===== config.mk =====
export PLATFORM = sky130hd
export DESIGN_NAME = burst_sram_ctrl
export DESIGN_NICKNAME = d
export VERILOG_FILES = /design/src/rtl/sbc_pkg.sv /design/src/rtl/sbc_decode.sv /design/src/rtl/sbc_burst.sv /design/src/rtl/sbc_array.sv /design/src/rtl/burst_sram_ctrl.sv
export SDC_FILE = /design/constraint.sdc
export NUM_CORES = 2
export LEC_CHECK = 0
export BUFFER_PORTS_ARGS = -buffer_cell sky130_fd_sc_hd__buf_2
export CAP_MARGIN = 15
export CORE_MARGIN = 5
export CORE_UTILIZATION = 35
export CTS_CLUSTER_DIAMETER = 40
export DETAILED_ROUTE_END_ITERATION = 7
export SLEW_MARGIN = 20
export SYNTH_ARGS = -nofsm -noshare
export SYNTH_HDL_FRONTEND = slang
export SYNTH_SLANG_ARGS = --single-unit

===== constraint.sdc =====
create_clock -name clk_i -period 4.1 [get_ports clk_i]
set_input_delay 0.82 -clock clk_i [delete_from_list [all_inputs] [get_ports clk_i]]
set_output_delay 0.82 -clock clk_i [all_outputs]
set_load 0.02 [all_outputs]

===== src/rtl/sbc_pkg.sv =====
package sbc_pkg;

  typedef enum logic [1:0] {
    CY_IDLE  = 2'd0,
    CY_READ  = 2'd1,
    CY_WRITE = 2'd2
  } cyc_e;

endpackage


===== src/rtl/sbc_decode.sv =====
module sbc_decode
  import sbc_pkg::*;
#(
  parameter int NB = 4
) (
  input  logic          accept_i,
  input  logic          active_i,
  input  logic          cs1_n_i,
  input  logic          cs2_i,
  input  logic          cs3_n_i,
  input  logic          pstb_n_i,
  input  logic          cstb_n_i,
  input  logic          adv_n_i,
  input  logic          gwr_n_i,
  input  logic          bwe_n_i,
  input  logic [NB-1:0] ben_n_i,
  output logic          load_o,
  output logic          step_o,
  output logic          open_o,
  output logic          close_o,
  output cyc_e          op_o,
  output logic [NB-1:0] strb_o
);

  logic          sel;
  logic          wreq;
  logic [NB-1:0] lanes;

  always_comb begin
    sel   = !cs1_n_i && cs2_i && !cs3_n_i;
    wreq  = !gwr_n_i || (!bwe_n_i && !(&ben_n_i));
    lanes = !gwr_n_i ? {NB{1'b1}} : (!bwe_n_i ? ~ben_n_i : {NB{1'b0}});

    load_o  = 1'b0;
    step_o  = 1'b0;
    open_o  = 1'b0;
    close_o = 1'b0;
    op_o    = CY_IDLE;

    if (accept_i) begin
      if (!pstb_n_i && !cs1_n_i) begin
        // host strobe: read only, write controls ignored
        if (sel) begin
          load_o = 1'b1;
          open_o = 1'b1;
          op_o   = CY_READ;
        end else begin
          close_o = 1'b1;
        end
      end else if (!cstb_n_i) begin
        if (sel) begin
          load_o = 1'b1;
          open_o = 1'b1;
          op_o   = wreq ? CY_WRITE : CY_READ;
        end else begin
          close_o = 1'b1;
        end
      end else if (active_i) begin
        step_o = !adv_n_i;
        op_o   = wreq ? CY_WRITE : CY_READ;
      end
    end

    strb_o = (op_o == CY_WRITE) ? lanes : {NB{1'b0}};
  end

endmodule


===== src/rtl/sbc_burst.sv =====
module sbc_burst #(
  parameter int AW = 6,
  parameter int BB = 2
) (
  input  logic          clk_i,
  input  logic          rst_n_i,
  input  logic          load_i,
  input  logic          step_i,
  input  logic          lin_i,
  input  logic [AW-1:0] addr_i,
  output logic [AW-1:0] cur_addr_o
);

  logic [AW-1:0] base_q, base_d;
  logic [BB-1:0] cnt_q, cnt_d;
  logic          lin_q, lin_d;
  logic [BB-1:0] lo;

  always_comb begin
    base_d = base_q;
    cnt_d  = cnt_q;
    lin_d  = lin_q;
    if (load_i) begin
      base_d = addr_i;
      cnt_d  = '0;
      lin_d  = lin_i;
    end else if (step_i) begin
      cnt_d  = cnt_q + 1'b1;
    end
  end

  always_ff @(posedge clk_i or negedge rst_n_i) begin
    if (!rst_n_i) begin
      base_q <= '0;
      cnt_q  <= '0;
      lin_q  <= 1'b1;
    end else if (load_i || step_i) begin
      base_q <= base_d;
      cnt_q  <= cnt_d;
      lin_q  <= lin_d;
    end
  end

  always_comb begin
    lo = lin_q ? (base_q[BB-1:0] + cnt_q) : (base_q[BB-1:0] ^ cnt_q);
    cur_addr_o = {base_q[AW-1:BB], lo};
  end

endmodule


===== src/rtl/sbc_array.sv =====
module sbc_array #(
  parameter int AW = 6,
  parameter int DW = 32,
  parameter int NB = DW / 8
) (
  input  logic          clk_i,
  input  logic          rst_n_i,
  input  logic          rd_en_i,
  input  logic [NB-1:0] wr_stb_i,
  input  logic [AW-1:0] addr_i,
  input  logic [DW-1:0] wdata_i,
  output logic [DW-1:0] rdata_o
);

  localparam int DEPTH = 1 << AW;

  logic [DW-1:0] mem [DEPTH];

  always_ff @(posedge clk_i) begin
    for (int b = 0; b < NB; b++) begin
      if (wr_stb_i[b]) mem[addr_i][8*b +: 8] <= wdata_i[8*b +: 8];
    end
  end

  always_ff @(posedge clk_i or negedge rst_n_i) begin
    if (!rst_n_i)     rdata_o <= '0;
    else if (rd_en_i) rdata_o <= mem[addr_i];
  end

endmodule


===== src/rtl/burst_sram_ctrl.sv =====
module burst_sram_ctrl
  import sbc_pkg::*;
#(
  parameter int AW = 6,
  parameter int DW = 32,
  parameter int NB = DW / 8,
  parameter int BB = 2
) (
  input  logic          clk_i,
  input  logic          rst_n_i,
  input  logic          sleep_i,
  input  logic          cs1_n_i,
  input  logic          cs2_i,
  input  logic          cs3_n_i,
  input  logic          pstb_n_i,
  input  logic          cstb_n_i,
  input  logic          adv_n_i,
  input  logic          gwr_n_i,
  input  logic          bwe_n_i,
  input  logic [NB-1:0] ben_n_i,
  input  logic          lin_burst_i,
  input  logic [AW-1:0] addr_i,
  input  logic [DW-1:0] wdata_i,
  input  logic          oe_n_i,
  output logic [DW-1:0] rdata_o,
  output logic          dq_oe_o,
  output logic [NB-1:0] wr_stb_o,
  output logic [AW-1:0] burst_addr_o,
  output logic          sleep_o
);

  // reset: asynchronous assert, synchronous release
  logic rst_m_q, rst_n_s;
  always_ff @(posedge clk_i or negedge rst_n_i) begin
    if (!rst_n_i) begin
      rst_m_q <= 1'b0;
      rst_n_s <= 1'b0;
    end else begin
      rst_m_q <= 1'b1;
      rst_n_s <= rst_m_q;
    end
  end

  logic          zz1_q, zz2_q;
  logic          accept;
  logic          act_q, act_d;
  cyc_e          op_q, op_d;
  logic [NB-1:0] strb_q, strb_d;
  logic [DW-1:0] wdat_q;
  logic          rdv_q;
  logic          load, step, open_b, close_b;

  assign accept = !sleep_i && !zz1_q && !zz2_q;

  sbc_decode #(.NB(NB)) u_dec (
    .accept_i (accept),
    .active_i (act_q),
    .cs1_n_i  (cs1_n_i),
    .cs2_i    (cs2_i),
    .cs3_n_i  (cs3_n_i),
    .pstb_n_i (pstb_n_i),
    .cstb_n_i (cstb_n_i),
    .adv_n_i  (adv_n_i),
    .gwr_n_i  (gwr_n_i),
    .bwe_n_i  (bwe_n_i),
    .ben_n_i  (ben_n_i),
    .load_o   (load),
    .step_o   (step),
    .open_o   (open_b),
    .close_o  (close_b),
    .op_o     (op_d),
    .strb_o   (strb_d)
  );

  sbc_burst #(.AW(AW), .BB(BB)) u_seq (
    .clk_i      (clk_i),
    .rst_n_i    (rst_n_s),
    .load_i     (load),
    .step_i     (step),
    .lin_i      (lin_burst_i),
    .addr_i     (addr_i),
    .cur_addr_o (burst_addr_o)
  );

  always_comb begin
    act_d = act_q;
    if (open_b)       act_d = 1'b1;
    else if (close_b) act_d = 1'b0;
  end

  always_ff @(posedge clk_i or negedge rst_n_s) begin
    if (!rst_n_s) begin
      zz1_q  <= 1'b0;
      zz2_q  <= 1'b0;
      act_q  <= 1'b0;
      op_q   <= CY_IDLE;
      strb_q <= '0;
      rdv_q  <= 1'b0;
    end else begin
      zz1_q  <= sleep_i;
      zz2_q  <= zz1_q;
      act_q  <= act_d;
      op_q   <= op_d;
      strb_q <= strb_d;
      rdv_q  <= (op_q == CY_READ);
    end
  end

  always_ff @(posedge clk_i or negedge rst_n_s) begin
    if (!rst_n_s)              wdat_q <= '0;
    else if (op_d == CY_WRITE) wdat_q <= wdata_i;
  end

  sbc_array #(.AW(AW), .DW(DW), .NB(NB)) u_mem (
    .clk_i    (clk_i),
    .rst_n_i  (rst_n_s),
    .rd_en_i  (op_q == CY_READ),
    .wr_stb_i (strb_q),
    .addr_i   (burst_addr_o),
    .wdata_i  (wdat_q),
    .rdata_o  (rdata_o)
  );

  assign sleep_o  = zz1_q && zz2_q;
  assign wr_stb_o = strb_q;
  assign dq_oe_o  = rdv_q && !oe_n_i && (op_q != CY_WRITE) && !sleep_o;

endmodule


==> flow_summary.yaml <==
clock_tree:
  cts_setup_buffers: 0
  cts-htree-levels: 5
  numCtsBuffers: 275
  cts.reportedPaths.clkPinSlew_ns: 0.06
  worstSkewPairLatency_ns: 0.91
  clockBufferDepth: 4
  cts_tree: "built"
  cts.sink_count: 2133
  cts-root-buf: "clkbuf_16"
timing:
  relSlewSlack_pct: 27.11
  finalCritPeriodShare_pct: 96.24
  fin_tns_setup_ns: 0
  rsz0062_at_grt: "false"
  fin_worst_skew_ns: 0.04510
  worst_pin_slew_ns: 1.093
  min_period_ns: 3.946
  setup_viol: 0
  drv_slew: 0
  hold_ws_ns: 0.1488
  clock.fmax_mhz: 253.4
  hold_violations: 0
die:
  coreArea_um2: 232500
  die_h_um: 493.4
  row_count: 177
  die-area_um2: 243500
  initial_core_util_pct: 35.17
  pin_count: 99
  chipWidth_um: 493.4
synth:
  synth_common_cells: "edfxtp_1 (2,048), mux2i_1 (900), o22ai_1 (448), nor2_1 (267), clkbuf_1 (232)"
  synthArstFlopShare_pct: 3.985
  synth_nets: 4726
  syn_inst: 4670
  synth_edf_count: 2048
  syn_area_um2: 81790
  yosysWarnings: 0
  ys_types: 51
  synth_top_area_cell: "edfxtp_1"
  synth_area_leaders: "edfxtp_1 (75%), mux2i_1 (11%), o22ai_1 (3.4%)"
  avgSynthCellArea_um2: 17.51
  synth_top_area_share_pct: 75.19
  yosysMostFrequentCell: "edfxtp_1"
  ys.flop_type: "edfxtp_1"
  ys_seq_elements: 2133
  seq_area_frac_synth_pct: 77.79
power:
  p_int_mw: 42.37
  ir_drop_uv: 443.8
  comb_power_share_pct: 15.8
  power.share.clock_pct: 39.8
  pwr_density_cell_nw_per_um2: 607.3
  switching_power_mw: 16.03
  p_sw_share_pct: 27.45
  pwr-share-seq_pct: 44.4
  p_leak_nw: 31.31
worst_setup_path:
  crit_path_start_kind: "flop"
  criticalPathCategory: "reg -> reg"
  worst_ep_arrival_time_ns: 4.74
  critPathRequiredTime_ns: 4.90
  endpoint_kind: "flop"
  rrSetupSlack_ns: 0.15
  path_max_fanout: 48
finish:
  final_util_pct: 41.36
  design_area_um2: 96170
  area_delta_synth_final_pct: 17.57
  nets: 5023
  drive_gt1_share_pct: 16.40
grt:
  grt_pass1_wl_mm: 307.7
  grt_usage_pct: 16.87
  gr-total-overflow: 0
  grt_start_max_net_pins: 77
  antenna_found_initial: 6
  grt_pass1_vias: 44430
placement:
  place_area_um2: 87330
  gp_congestion: 0.7970
  dp_hpwl_mm: 124.8
  port_buffers: 98
drt:
  ant_nets: 0
  drtIter0Drc: 4574
  via_per_inst: 5.406
  dr.pass1.iters: 6
  drc_errors: 0
  wl_mm: 210.7
  routedWlPerCell_um: 25.68
  via_count: 44360
hold_path:
  hp-class: "in -> reg"
outcome:
  outcome: "completed"
job:
  drv_cap: 0
## layout by cell type, fill, tap and decap left out, types with 4 or more instances in the layout
cell        count
diode_2         4
edfxtp_1     2048
mux2_2         39
and2_1          7
dfrtp_2        32
nor2_4          8
clkinvlp_4     23
buf_12         43
nand4_1        62
clkbuf_1       30
nor2_1        259
buf_2          98
mux2i_1       898
o32a_1         31
mux2i_4         6
nand2_4         8
o21ai_0       229
inv_6          27
bufinv_16      20
clkbuf_16     280
clkinv_2       27
dfrtp_1        51
a22o_1          7
nand2_1        43
o22ai_1       448
inv_8          13
buf_4         174
clkinv_1       18
a41oi_1        29
a22oi_1       118
clkinv_4       23
clkbuf_8        6
## kinds of logic (layout without fill, tap and decap cells)
| logic type | Yosys count | after routing | synth area share [%] |
|---|---|---|---|
| simple gates | 410 | 410 | 2.187 |
| flops | 2133 | 2133 | 77.79 |
| buf+inv | 298 | 787 | 1.447 |
| xor+xnor | 5 | 5 | 0.07191 |
| other cells | 1 | 5 | 0.004585 |
| fa+ha+maj | 1 | 1 | 0.01529 |
| mux | 943 | 943 | 11.64 |
| compound gates | 879 | 879 | 6.844 |
## flip-flops by register name (all words and copies together), names as in the netlist
register,cells
u_mem.rdata_o,32
rst_n_s,1
rdv_q,1
wdat_q,32
u_seq.cnt_q,2
u_mem.mem,2048
zz2_q,1
u_seq.lin_q,1
u_seq.base_q,6
zz1_q,1
act_q,1
wr_stb_o,4
rst_m_q,1
op_q,2
## power by group through the flow
stage,clock (mW),combinational [mW],sequential [mW]
floorplan,0,5.23,26.5
global placement,0,9.19,26.4
detailed placement,0,9.26,26.4
CTS,23.6,9.29,25.9
global route,24.6,9.74,26.0
finish,23.2,9.24,25.9
## per-stage QoR
stage | power, mW | instances | setup WS (ns)
2_1_floorplan | 31.69 | 4670 | 1.360
3_3_place_gp | 35.55 | 7731 | 0.1195
3_5_place_dp | 35.65 | 7731 | 0.1643
4_1_cts | 58.81 | 8202 | 0.1452
5_1_grt | 60.28 | 8205 | 0.1109
6_report | 58.40 | 8206 | 0.1541
## worst max-delay path: stages (launching register included)
cell and delay [ns]:
dfrtp_1 0.44, xor2_2 0.56, mux2i_4 0.76, buf_4 0.32, buf_12 0.27, o22ai_1 0.10
o21ai_0 0.57, nand4_1 0.36, o32a_1 0.42
## path summary, 6_finish.rpt
path / start / endpoint / cells past startpoint
setup reg to reg: u_seq.base_q[1] / u_mem.rdata_o[14] / 8
hold / removal: wdata_i[4] / wdat_q[4] / 2
min in group asynchronous: rst_n_i / rst_n_s / 2
max in group asynchronous: rst_n_s / wdat_q[6] / 1
hold reg to reg: rst_m_q / rst_n_s / 0
setup / recovery: u_seq.base_q[1] / u_mem.rdata_o[14] / 8
## layer usage
metal	wire length (um)	global-route usage, %
met5	13	0
met4	5711	5.134
met3	14580	2.682
met2	100300	27.10
met1	90090	23.70
## cell type report
| cell class | instances | area, um^2 |
|---|---|---|
| diodes | 4 | 10.01 |
| inverters | 1 | 3.754 |
| clock buffers | 316 | 7202 |
| fillers | 20550 | 136400 |
| clock inverters | 153 | 1605 |
| flip-flops and latches | 2133 | 63670 |
| well taps | 3043 | 3807 |
| multi-input cells | 2239 | 17190 |
| repair buffers | 317 | 2678 |
## timing repair
action,CTS,global route
resized for setup,0,0
endpoints found under the hold margin,3,0
hold buffers,2,0
(Power assumes the default switching activity.)
